==> config.mk <==
export PLATFORM = sky130hd
export DESIGN_NAME = hdlc_rxbuf
export DESIGN_NICKNAME = d
export VERILOG_FILES = /design/src/rtl/hdlc_rxbuf_pkg.sv /design/src/rtl/hdlc_rxbuf_dp.sv /design/src/rtl/hdlc_rxbuf_ctrl.sv /design/src/rtl/hdlc_rxbuf.sv
export SDC_FILE = /design/constraint.sdc
export NUM_CORES = 1
export LEC_CHECK = 0
export BUFFER_PORTS_ARGS = -buffer_cell sky130_fd_sc_hd__buf_2
export CAP_MARGIN = 20
export CORE_MARGIN = 4
export CORE_UTILIZATION = 40
export DETAILED_ROUTE_END_ITERATION = 16
export GPL_TIMING_DRIVEN = 0
export HOLD_SLACK_MARGIN = 0.08
export SLEW_MARGIN = 20
export SYNTH_ARGS = -nofsm -noshare
export SYNTH_HDL_FRONTEND = slang
export SYNTH_SLANG_ARGS = --single-unit
==> constraint.sdc <==
create_clock -name clk -period 5 [get_ports clk]
set_input_delay 1.25 -clock clk [delete_from_list [all_inputs] [get_ports clk]]
set_output_delay 1.25 -clock clk [all_outputs]
set_load 0.03 [all_outputs]
==> src/rtl/hdlc_rxbuf_pkg.sv <==
package hdlc_rxbuf_pkg;
  typedef struct packed {
    logic push;
    logic pop;
    logic flush;
  } bufStrobes_t;

  localparam logic [2:0] ADDR_DATA = 3'd0;
  localparam logic [2:0] ADDR_CTRL = 3'd3;
  localparam logic [2:0] ADDR_LEN  = 3'd4;

  localparam int BIT_READY = 0;
  localparam int BIT_OVF   = 1;
  localparam int BIT_DROP  = 2;
endpackage

==> src/rtl/hdlc_rxbuf_dp.sv <==
module hdlc_rxbuf_dp
  import hdlc_rxbuf_pkg::*;
#(
  parameter int DEPTH = 16,
  parameter int DW    = 8
) (
  input  logic          clk,
  input  logic          rstN,
  input  bufStrobes_t   strobes,
  input  logic [DW-1:0] wrByte,
  output logic [DW-1:0] rdByte
);
  localparam int AW = (DEPTH > 1) ? $clog2(DEPTH) : 1;

  logic [DW-1:0] mem [DEPTH];
  logic [AW-1:0] wrPtr, rdPtr;

  always_ff @(posedge clk) begin
    if (strobes.push) mem[wrPtr] <= wrByte;
  end

  always_ff @(posedge clk) begin
    if (!rstN || strobes.flush) begin
      wrPtr <= '0;
      rdPtr <= '0;
    end else begin
      if (strobes.push) wrPtr <= wrPtr + AW'(1);
      if (strobes.pop)  rdPtr <= rdPtr + AW'(1);
    end
  end

  assign rdByte = mem[rdPtr];

  // A frame is either being filled or being drained, never both.
  assert_no_push_pop_R10: assert property (@(posedge clk) disable iff (!rstN)
    !(strobes.push && strobes.pop));
endmodule

==> src/rtl/hdlc_rxbuf_ctrl.sv <==
module hdlc_rxbuf_ctrl
  import hdlc_rxbuf_pkg::*;
#(
  parameter int DEPTH = 16,
  parameter int DW    = 8
) (
  input  logic          clk,
  input  logic          rstN,
  input  logic          rxByteValid,
  input  logic          rxEop,
  input  logic          rxBad,
  input  logic          wbCyc,
  input  logic          wbStb,
  input  logic          wbWe,
  input  logic [2:0]    wbAdr,
  input  logic [DW-1:0] wbDatI,
  input  logic [DW-1:0] rdByte,
  output bufStrobes_t   strobes,
  output logic [DW-1:0] wbDatO,
  output logic          wbAck,
  output logic          rxIrq
);
  localparam int LW = $clog2(DEPTH + 1);

  logic          rxReady, overflow, lenValid;
  logic [LW-1:0] count, lenReg, frameLen;
  logic          busReq, dataRd, dropWr, accept, full;
  logic          ovfHit, eopSeen, eopGood, eopBad, lastPop;
  logic [DW-1:0] rdMux;

  assign busReq   = wbCyc && wbStb && !wbAck;
  assign dropWr   = busReq && wbWe && (wbAdr == ADDR_CTRL) && wbDatI[BIT_DROP];
  assign dataRd   = busReq && !wbWe && (wbAdr == ADDR_DATA) && rxReady;
  assign accept   = !rxReady && !overflow && !dropWr;
  assign full     = (count == LW'(DEPTH));
  assign ovfHit   = accept && rxByteValid && full;
  assign eopSeen  = accept && rxEop && !ovfHit;
  assign frameLen = count + LW'(strobes.push);
  assign eopGood  = eopSeen && !rxBad && (frameLen != '0);
  assign eopBad   = eopSeen && (rxBad || (frameLen == '0));
  assign lastPop  = dataRd && (count == LW'(1));

  assign strobes.push  = accept && rxByteValid && !full;
  assign strobes.pop   = dataRd;
  assign strobes.flush = dropWr || eopBad || lastPop;

  always_ff @(posedge clk) begin
    if (!rstN) begin
      count    <= '0;
      rxReady  <= 1'b0;
      overflow <= 1'b0;
      lenReg   <= '0;
      lenValid <= 1'b0;
      rxIrq    <= 1'b0;
    end else begin
      rxIrq <= eopGood;
      if (strobes.flush)     count <= '0;
      else if (strobes.push) count <= count + LW'(1);
      else if (strobes.pop)  count <= count - LW'(1);

      if (dropWr || lastPop) rxReady <= 1'b0;
      else if (eopGood)      rxReady <= 1'b1;

      if (dropWr)      overflow <= 1'b0;
      else if (ovfHit) overflow <= 1'b1;

      if (dropWr)       lenReg <= '0;
      else if (eopGood) lenReg <= frameLen;

      if (dropWr || dataRd) lenValid <= 1'b0;
      else if (eopGood)     lenValid <= 1'b1;
    end
  end

  always_comb begin
    rdMux = '0;
    case (wbAdr)
      ADDR_DATA: rdMux = rxReady ? rdByte : '0;
      ADDR_CTRL: begin
        rdMux[BIT_READY] = rxReady;
        rdMux[BIT_OVF]   = overflow;
      end
      ADDR_LEN:  rdMux = lenValid ? DW'(lenReg) : '0;
      default:   rdMux = '0;
    endcase
  end

  always_ff @(posedge clk) begin
    if (!rstN) begin
      wbAck  <= 1'b0;
      wbDatO <= '0;
    end else begin
      wbAck <= busReq;
      if (busReq) wbDatO <= wbWe ? '0 : rdMux;
    end
  end

  assert_ack_single_R2: assert property (@(posedge clk) disable iff (!rstN)
    wbAck |=> !wbAck);
  assert_irq_with_ready_R3: assert property (@(posedge clk) disable iff (!rstN)
    rxIrq |-> rxReady);
  assert_ready_nonempty_R5: assert property (@(posedge clk) disable iff (!rstN)
    rxReady |-> (count != '0));
  assert_pop_nonempty_R6: assert property (@(posedge clk) disable iff (!rstN)
    strobes.pop |-> (count != '0));
  assert_no_ovf_with_ready_R8: assert property (@(posedge clk) disable iff (!rstN)
    !(rxReady && overflow));
  assert_count_bound_R8: assert property (@(posedge clk) disable iff (!rstN)
    count <= LW'(DEPTH));
  assert_drop_clears_R9: assert property (@(posedge clk) disable iff (!rstN)
    dropWr |=> (!rxReady && !overflow && !lenValid));
  assert_held_count_R10: assert property (@(posedge clk) disable iff (!rstN)
    (rxReady && !strobes.pop && !dropWr) |=> $stable(count));
endmodule

==> src/rtl/hdlc_rxbuf.sv <==
module hdlc_rxbuf
  import hdlc_rxbuf_pkg::*;
#(
  parameter int DEPTH = 16
) (
  input  logic       clk,
  input  logic       rstN,
  input  logic       rxByteValid,
  input  logic [7:0] rxByte,
  input  logic       rxEop,
  input  logic       rxBad,
  input  logic       wbCyc,
  input  logic       wbStb,
  input  logic       wbWe,
  input  logic [2:0] wbAdr,
  input  logic [7:0] wbDatI,
  output logic [7:0] wbDatO,
  output logic       wbAck,
  output logic       rxIrq
);
  localparam int DW = 8;

  bufStrobes_t   strobes;
  logic [DW-1:0] rdByte;

  hdlc_rxbuf_ctrl #(.DEPTH(DEPTH), .DW(DW)) ctrl_i (
    .clk(clk), .rstN(rstN),
    .rxByteValid(rxByteValid), .rxEop(rxEop), .rxBad(rxBad),
    .wbCyc(wbCyc), .wbStb(wbStb), .wbWe(wbWe), .wbAdr(wbAdr), .wbDatI(wbDatI),
    .rdByte(rdByte), .strobes(strobes),
    .wbDatO(wbDatO), .wbAck(wbAck), .rxIrq(rxIrq)
  );

  hdlc_rxbuf_dp #(.DEPTH(DEPTH), .DW(DW)) dp_i (
    .clk(clk), .rstN(rstN), .strobes(strobes),
    .wrByte(rxByte), .rdByte(rdByte)
  );
endmodule

-- After elaboration in Yosys (flattened, before gate mapping)
Memory sizes are Yosys's and may differ from the RTL's. A register that Yosys moved wholly into a read port is not among the register bits.
Cells that the tools add are included.
W data, S select, Z words.
- memories: 1
- RAM bits: 128
- bits of input ports: 27
- bits in read-only memories: 0
- bits in latches: 0
- output and inout port bits: 10
- word-level logic and storage cells: 74
- register bits after elaboration: 31
- add/subtract/negate cells: 5
- shift operators: 0
- order comparisons: 0
- multipliers: 0
- bitwise operators: 1
- eq/ne operators: 4
- reductions and logical operators: 42
- multiplexer cells: 11
- divide/modulo/power cells: 0
- memory list (name ; words ; width ; read ports ; clocked after Yosys merged registers in ; write ports ; line ; source):
    dp_i.mem ; 16 ; 8 ; 1 ; 1 ; 1 ; hdlc_rxbuf_dp.sv:15 ; logic [DW-1:0] mem [DEPTH];
- operators by type and width (kind ; number):
    $logic_and A1 B1 Y1 ; 19
    $mux W8 ; 2
    $mux W5 ; 3
    $pmux W6 S2 ; 1
    $logic_not A1 Y1 ; 9
    $add A4 B1 Y4 const B ; 2
    $mux W4 ; 2
    $reduce_or A2 Y1 ; 4
    $logic_or A1 B1 Y1 ; 6
    $pmux W2 S3 ; 1
    $add A5 B1 Y5 ; 1
    $add A5 B1 Y5 const B ; 1
    $eq A5 B1 Y1 const B ; 1
    $eq A5 B5 Y1 const B ; 1
    $logic_not A5 Y1 ; 1
    $reduce_bool A5 Y1 ; 1
    $sub A5 B1 Y5 const B ; 1
    $eq A3 B2 Y1 const B ; 1
    $eq A3 B3 Y1 const B ; 1
    $logic_not A3 Y1 ; 1
    $mux W1 ; 2
    $reduce_bool A2 Y1 ; 1
    $not A1 Y1 ; 1

-- Longest topological paths before layout
- word-level depth: 17
- mapped depth: 14

-- By module
From an unflattened synthesis, not the netlist that was laid out.
- cells, all modules: 409
- area total of the unflattened synthesis: 6807.8 um^2
- by module, submodules not included (module ; cells an instance ; area an instance (um^2) ; seq. area each (um^2) ; times used):
    hdlc_rxbuf_dp ; 262 ; 5457.7 ; 4083.9 ; 1
    hdlc_rxbuf_ctrl ; 147 ; 1350.0 ; 460.4 ; 1

-- Worst setup path after synthesis
Ideal clock, no wire load.
- path type: input to register
- start: input port wbAdr[2]
- end: register ctrl_i.rxReady
- path slack: 1.386 ns
- arrival time: 3.556 ns
- required time: 4.941 ns
- library setup time: 0.059 ns
- stages on the path: 12
- cells stage by stage: and3b_1 -> a41oi_4 -> nand2_2 -> clkinv_1 -> ha_1 -> ha_1 -> nand3b_1 -> o211ai_1 -> a41oi_1 -> and2_1 -> buf_2 -> o221a_2
- RTL lines (item ; line ; source):
    start: declaration ; hdlc_rxbuf.sv:15 ; input logic [2:0] wbAdr,
    end signal: assignment ; hdlc_rxbuf_ctrl.sv:50 ; rxReady <= 1'b0;
    end signal: assignment ; hdlc_rxbuf_ctrl.sv:61 ; if (dropWr || lastPop) rxReady <= 1'b0;
    end signal: assignment ; hdlc_rxbuf_ctrl.sv:62 ; else if (eopGood) rxReady <= 1'b1;
    end: declaration ; hdlc_rxbuf_ctrl.sv:25 ; logic rxReady, overflow, lenValid;

==> implementation parameters <==
Parameter                              Value

Status
  Status ... completed

Yosys
  Predominant post-synthesis flop cell ... edfxtp_1
  Most frequent cell after synthesis ... edfxtp_1
  Number of flops mapped to enable cells by yosys ... 128
  Leading cell types by total area after synthesis ... edfxtp_1 57%, mux4_2 11%, dfxtp_1 10%
  Synthesized flop and latch total ... 163
  Number of instances in the synthesized netlist ... 412
  Average footprint of a synthesized cell ... 16.4 µm²
  Share of synthesized area occupied by flip-flops and latches ... 67.3%
  Synth Net Count ... 452
  Commonest cells in the synthesized netlist ... 128 x edfxtp_1, 35 x dfxtp_1, 32 x mux4_2, 30 x nor2_1, 24 x nand2_1
  Synthesis warning total ... 0
  Synthesized area ... 6750 µm²
  Unique cell type count in the Yosys netlist ... 58
  Fraction of registers with async set/reset ... 0%
  Cell taking the most area after synthesis ... edfxtp_1
  Area fraction of the dominant cell type after synthesis ... 57.0%

Detailed routing
  Avg Vias per Cell ... 5.29
  Routed wire per std cell ... 20.8 µm
  Total number of vias ... 3685
  First DRT Iteration DRCs ... 278
  First-pass DRT Iterations ... 5
  Total wire length ... 14500 µm
  Residual DRC count ... 0
  Antenna-violating nets left ... 0

Timing
  Final critical delay including setup and external delays ... 3.72 ns
  Normalized max-slew margin ... 27.6%
  Ratio of final minimum period to clock period ... 74.4%
  Max Slew Vio Count ... 0
  Unrepaired setup endpoints after global routing ... no
  Worst slew pin tran ... 1.08 ns
  Fin Setup TNS ... 0 ns
  Worst-case clock skew ... 0.0101 ns
  Worst slack on hold paths ... 0.452 ns
  Maximum frequency from static timing analysis ... 0.269 GHz
  Final hold violation count ... 0
  Final setup violation count ... 0

Clock network
  TritonCTS clock tree ... yes
  Cells resized by post-CTS repair ... 0
  Total number of H-tree levels ... 4
  Post-CTS Setup Bufs ... 0
  Number of buffers inserted for hold repair after clock tree synthesis ... 0
  Number of buffers on the longest clock path ... 2
  Clock net sink count ... 163
  Clock latency at the later pin of the worst-skew pair ... 0.43 ns
  Clock buffer count from CTS ... 17
  Root buffer selected by CTS ... clkbuf_16
  Post-CTS clock slew at the launch and capture registers of the worst setup and hold paths ... 0.07 ns

Finish
  Area taken by flip-flops and latches ... 4540 µm²
  Multi-input combinational cell area ... 2090 µm²
  Fillcell total ... 1424
  Count of nets after finishing ... 504
  Synthesis-to-layout area growth ... 16.8%
  Antenna diodes ... 0
  Share of post-route cells with drive strength above 1 ... 27.7%

Setup path
  Delay of the slowest critical-path stage ... 0.39 ns
  Worst Path Required ... 5.35 ns
  Category of the most critical setup path ... input port to flip-flop
  Worst-path fanout max ... 10
  Worst path arrival time ... 4.07 ns
  CP Cell Sequence ... buf_2 -> and3b_1 -> a41oi_4 -> nand2_2 -> clkinv_1 -> ha_1 -> ha_1 -> nand3b_1 -> o211ai_1 -> a41oi_1 -> o221ai_2 -> buf_6 -> nor2_1
  Critical path endpoint category ... flip-flop
  Cell type with the highest occurrence count on the critical path ... ha_1
  Slowest cell on the critical path ... a41oi_1
  Critical Path Start Type ... input port

Global routing
  Overall global routing resource usage ... 16.4%
  Maximum number of pins on one net before global-route repair ... 17
  Wire length of the first global-routing pass ... 22200 µm
  Gr ovfl total ... 0
  Number of antenna violations at the first check in global routing ... 1
  Number of global-route vias before repair ... 3719

Die
  Width of the die ... 138 µm
  Floorplan die area ... 19000 µm²
  Std-Cell Core Area ... 16600 µm²
  Top-level port count ... 37
  Vertical die dimension ... 138 µm
  Initial Utilization ... 40.7%
  Floorplan row count ... 47

Placed design
  Count of input and output buffers ... 29
  Final weighted congestion in routability-driven placement ... 0.786
  Post-DP HPWL ... 9650 µm

Run
  Number of maximum-capacitance violations ... 0

Power
  Power Dens Cells ... 382 nW/µm²
  Static leakage ... 0.00262 µW
  Total power after layout ... 3010 µW
  Peak ir drop on the vdd network ... 0.000265 V

Hold path
  Kind of path behind the tightest hold check ... flip-flop to flip-flop
==> path summary, 6_finish.rpt <==
path                                                    start                             to  slack (ns)  cells after the start
worst max-delay path                                 wbAdr[2]                      flip-flop        1.28                     13
worst min-delay path            ctrl_i.wbDatO[1]$_SDFFE_PN0N_  ctrl_i.wbDatO[1]$_SDFFE_PN0N_        0.45                      2
worst max register to register   ctrl_i.count[0]$_SDFFE_PP0P_                      flip-flop        1.59                     14
worst min register to register  ctrl_i.wbDatO[1]$_SDFFE_PN0N_  ctrl_i.wbDatO[1]$_SDFFE_PN0N_        0.45                      2
==> layout make-up <==
cell class,instances,share of cell area (%)
multi-input combinational,222,26.5
buffer,19,1.43
timing repair buffer,33,2.32
clock inverter,15,2.79
inverter,8,0.381
sequential,163,57.7
tap,220,3.49
clock buffer,17,5.40
==> flip-flops by register name, indices dropped and copies added (netlist names), named ones only <==
signal           count
dp_i.rdPtr           4
ctrl_i.count         5
ctrl_i.wbDatO        8
ctrl_i.wbAck         1
ctrl_i.overflow      1
ctrl_i.lenReg        5
ctrl_i.rxReady       1
ctrl_i.rxIrq         1
ctrl_i.lenValid      1
dp_i.mem           128
dp_i.wrPtr           4
==> critical path: cells and delay by family <==
| kind | cells | cell delay [ns] |
|---|---|---|
| AO/OA/AOI/OAI | 4 | 0.94 |
| adder cells (fa/ha/maj) | 2 | 0.54 |
| buffers and inverters | 3 | 0.60 |
| AND/OR/NAND/NOR | 4 | 0.74 |
==> per-layer routing <==
layer / up-vias / global-route usage [%] / share of wire (%)
met3: 17 / 4.72 / 6.7
met5: - / 0 / 0.090
met2: 96 / 25.7 / 48
li1: 1722 / - / -
met1: 1848 / 22.3 / 44
met4: 2 / 5.38 / 1.7
==> where the power goes <==
group          internal [µW]  switching [µW]
sequential              1480            9.23
combinational           42.9            73.6
clock                    851             560
==> metrics by stage <==
stage,util (%),setup slack [ns],cell area (µm²),cells
final,47.5,1.28,7880,697
after global routing,47.5,1.06,7880,697
after CTS,47.5,1.28,7880,697
after detailed placement,43.6,0.837,7240,665
after global placement,43.2,0.706,7170,661
after floorplan,-,1.39,6750,412
==> cell families after synthesis <==
kind of cell | count (synthesis) | share of synthesized area, %
buf+inv | 27 | 2.11
flops | 163 | 67.3
simple gates | 111 | 8.94
mux | 48 | 13.1
xor+xnor | 11 | 1.43
compound gates | 39 | 4.67
fa+ha+maj | 13 | 2.41
==> cell usage in the layout, fill, tap and decap left out, types with 4 or more instances in the layout <==
cell / n
a22oi_1: 5
or3_1: 4
and3_1: 4
nand3_1: 19
a21oi_1: 7
nor3_2: 4
dfxtp_1: 35
xnor2_1: 5
nor2_1: 26
o21ai_0: 6
buf_2: 35
bufinv_16: 4
nand2_1: 24
o211ai_1: 4
inv_1: 7
clkbuf_1: 5
clkbuf_16: 17
mux2i_1: 13
nor2_2: 4
ha_1: 13
mux4_2: 32
clkinv_4: 5
xor2_1: 6
edfxtp_1: 128
buf_6: 6
No activity file was read; power rests on OpenSTA's default activity.
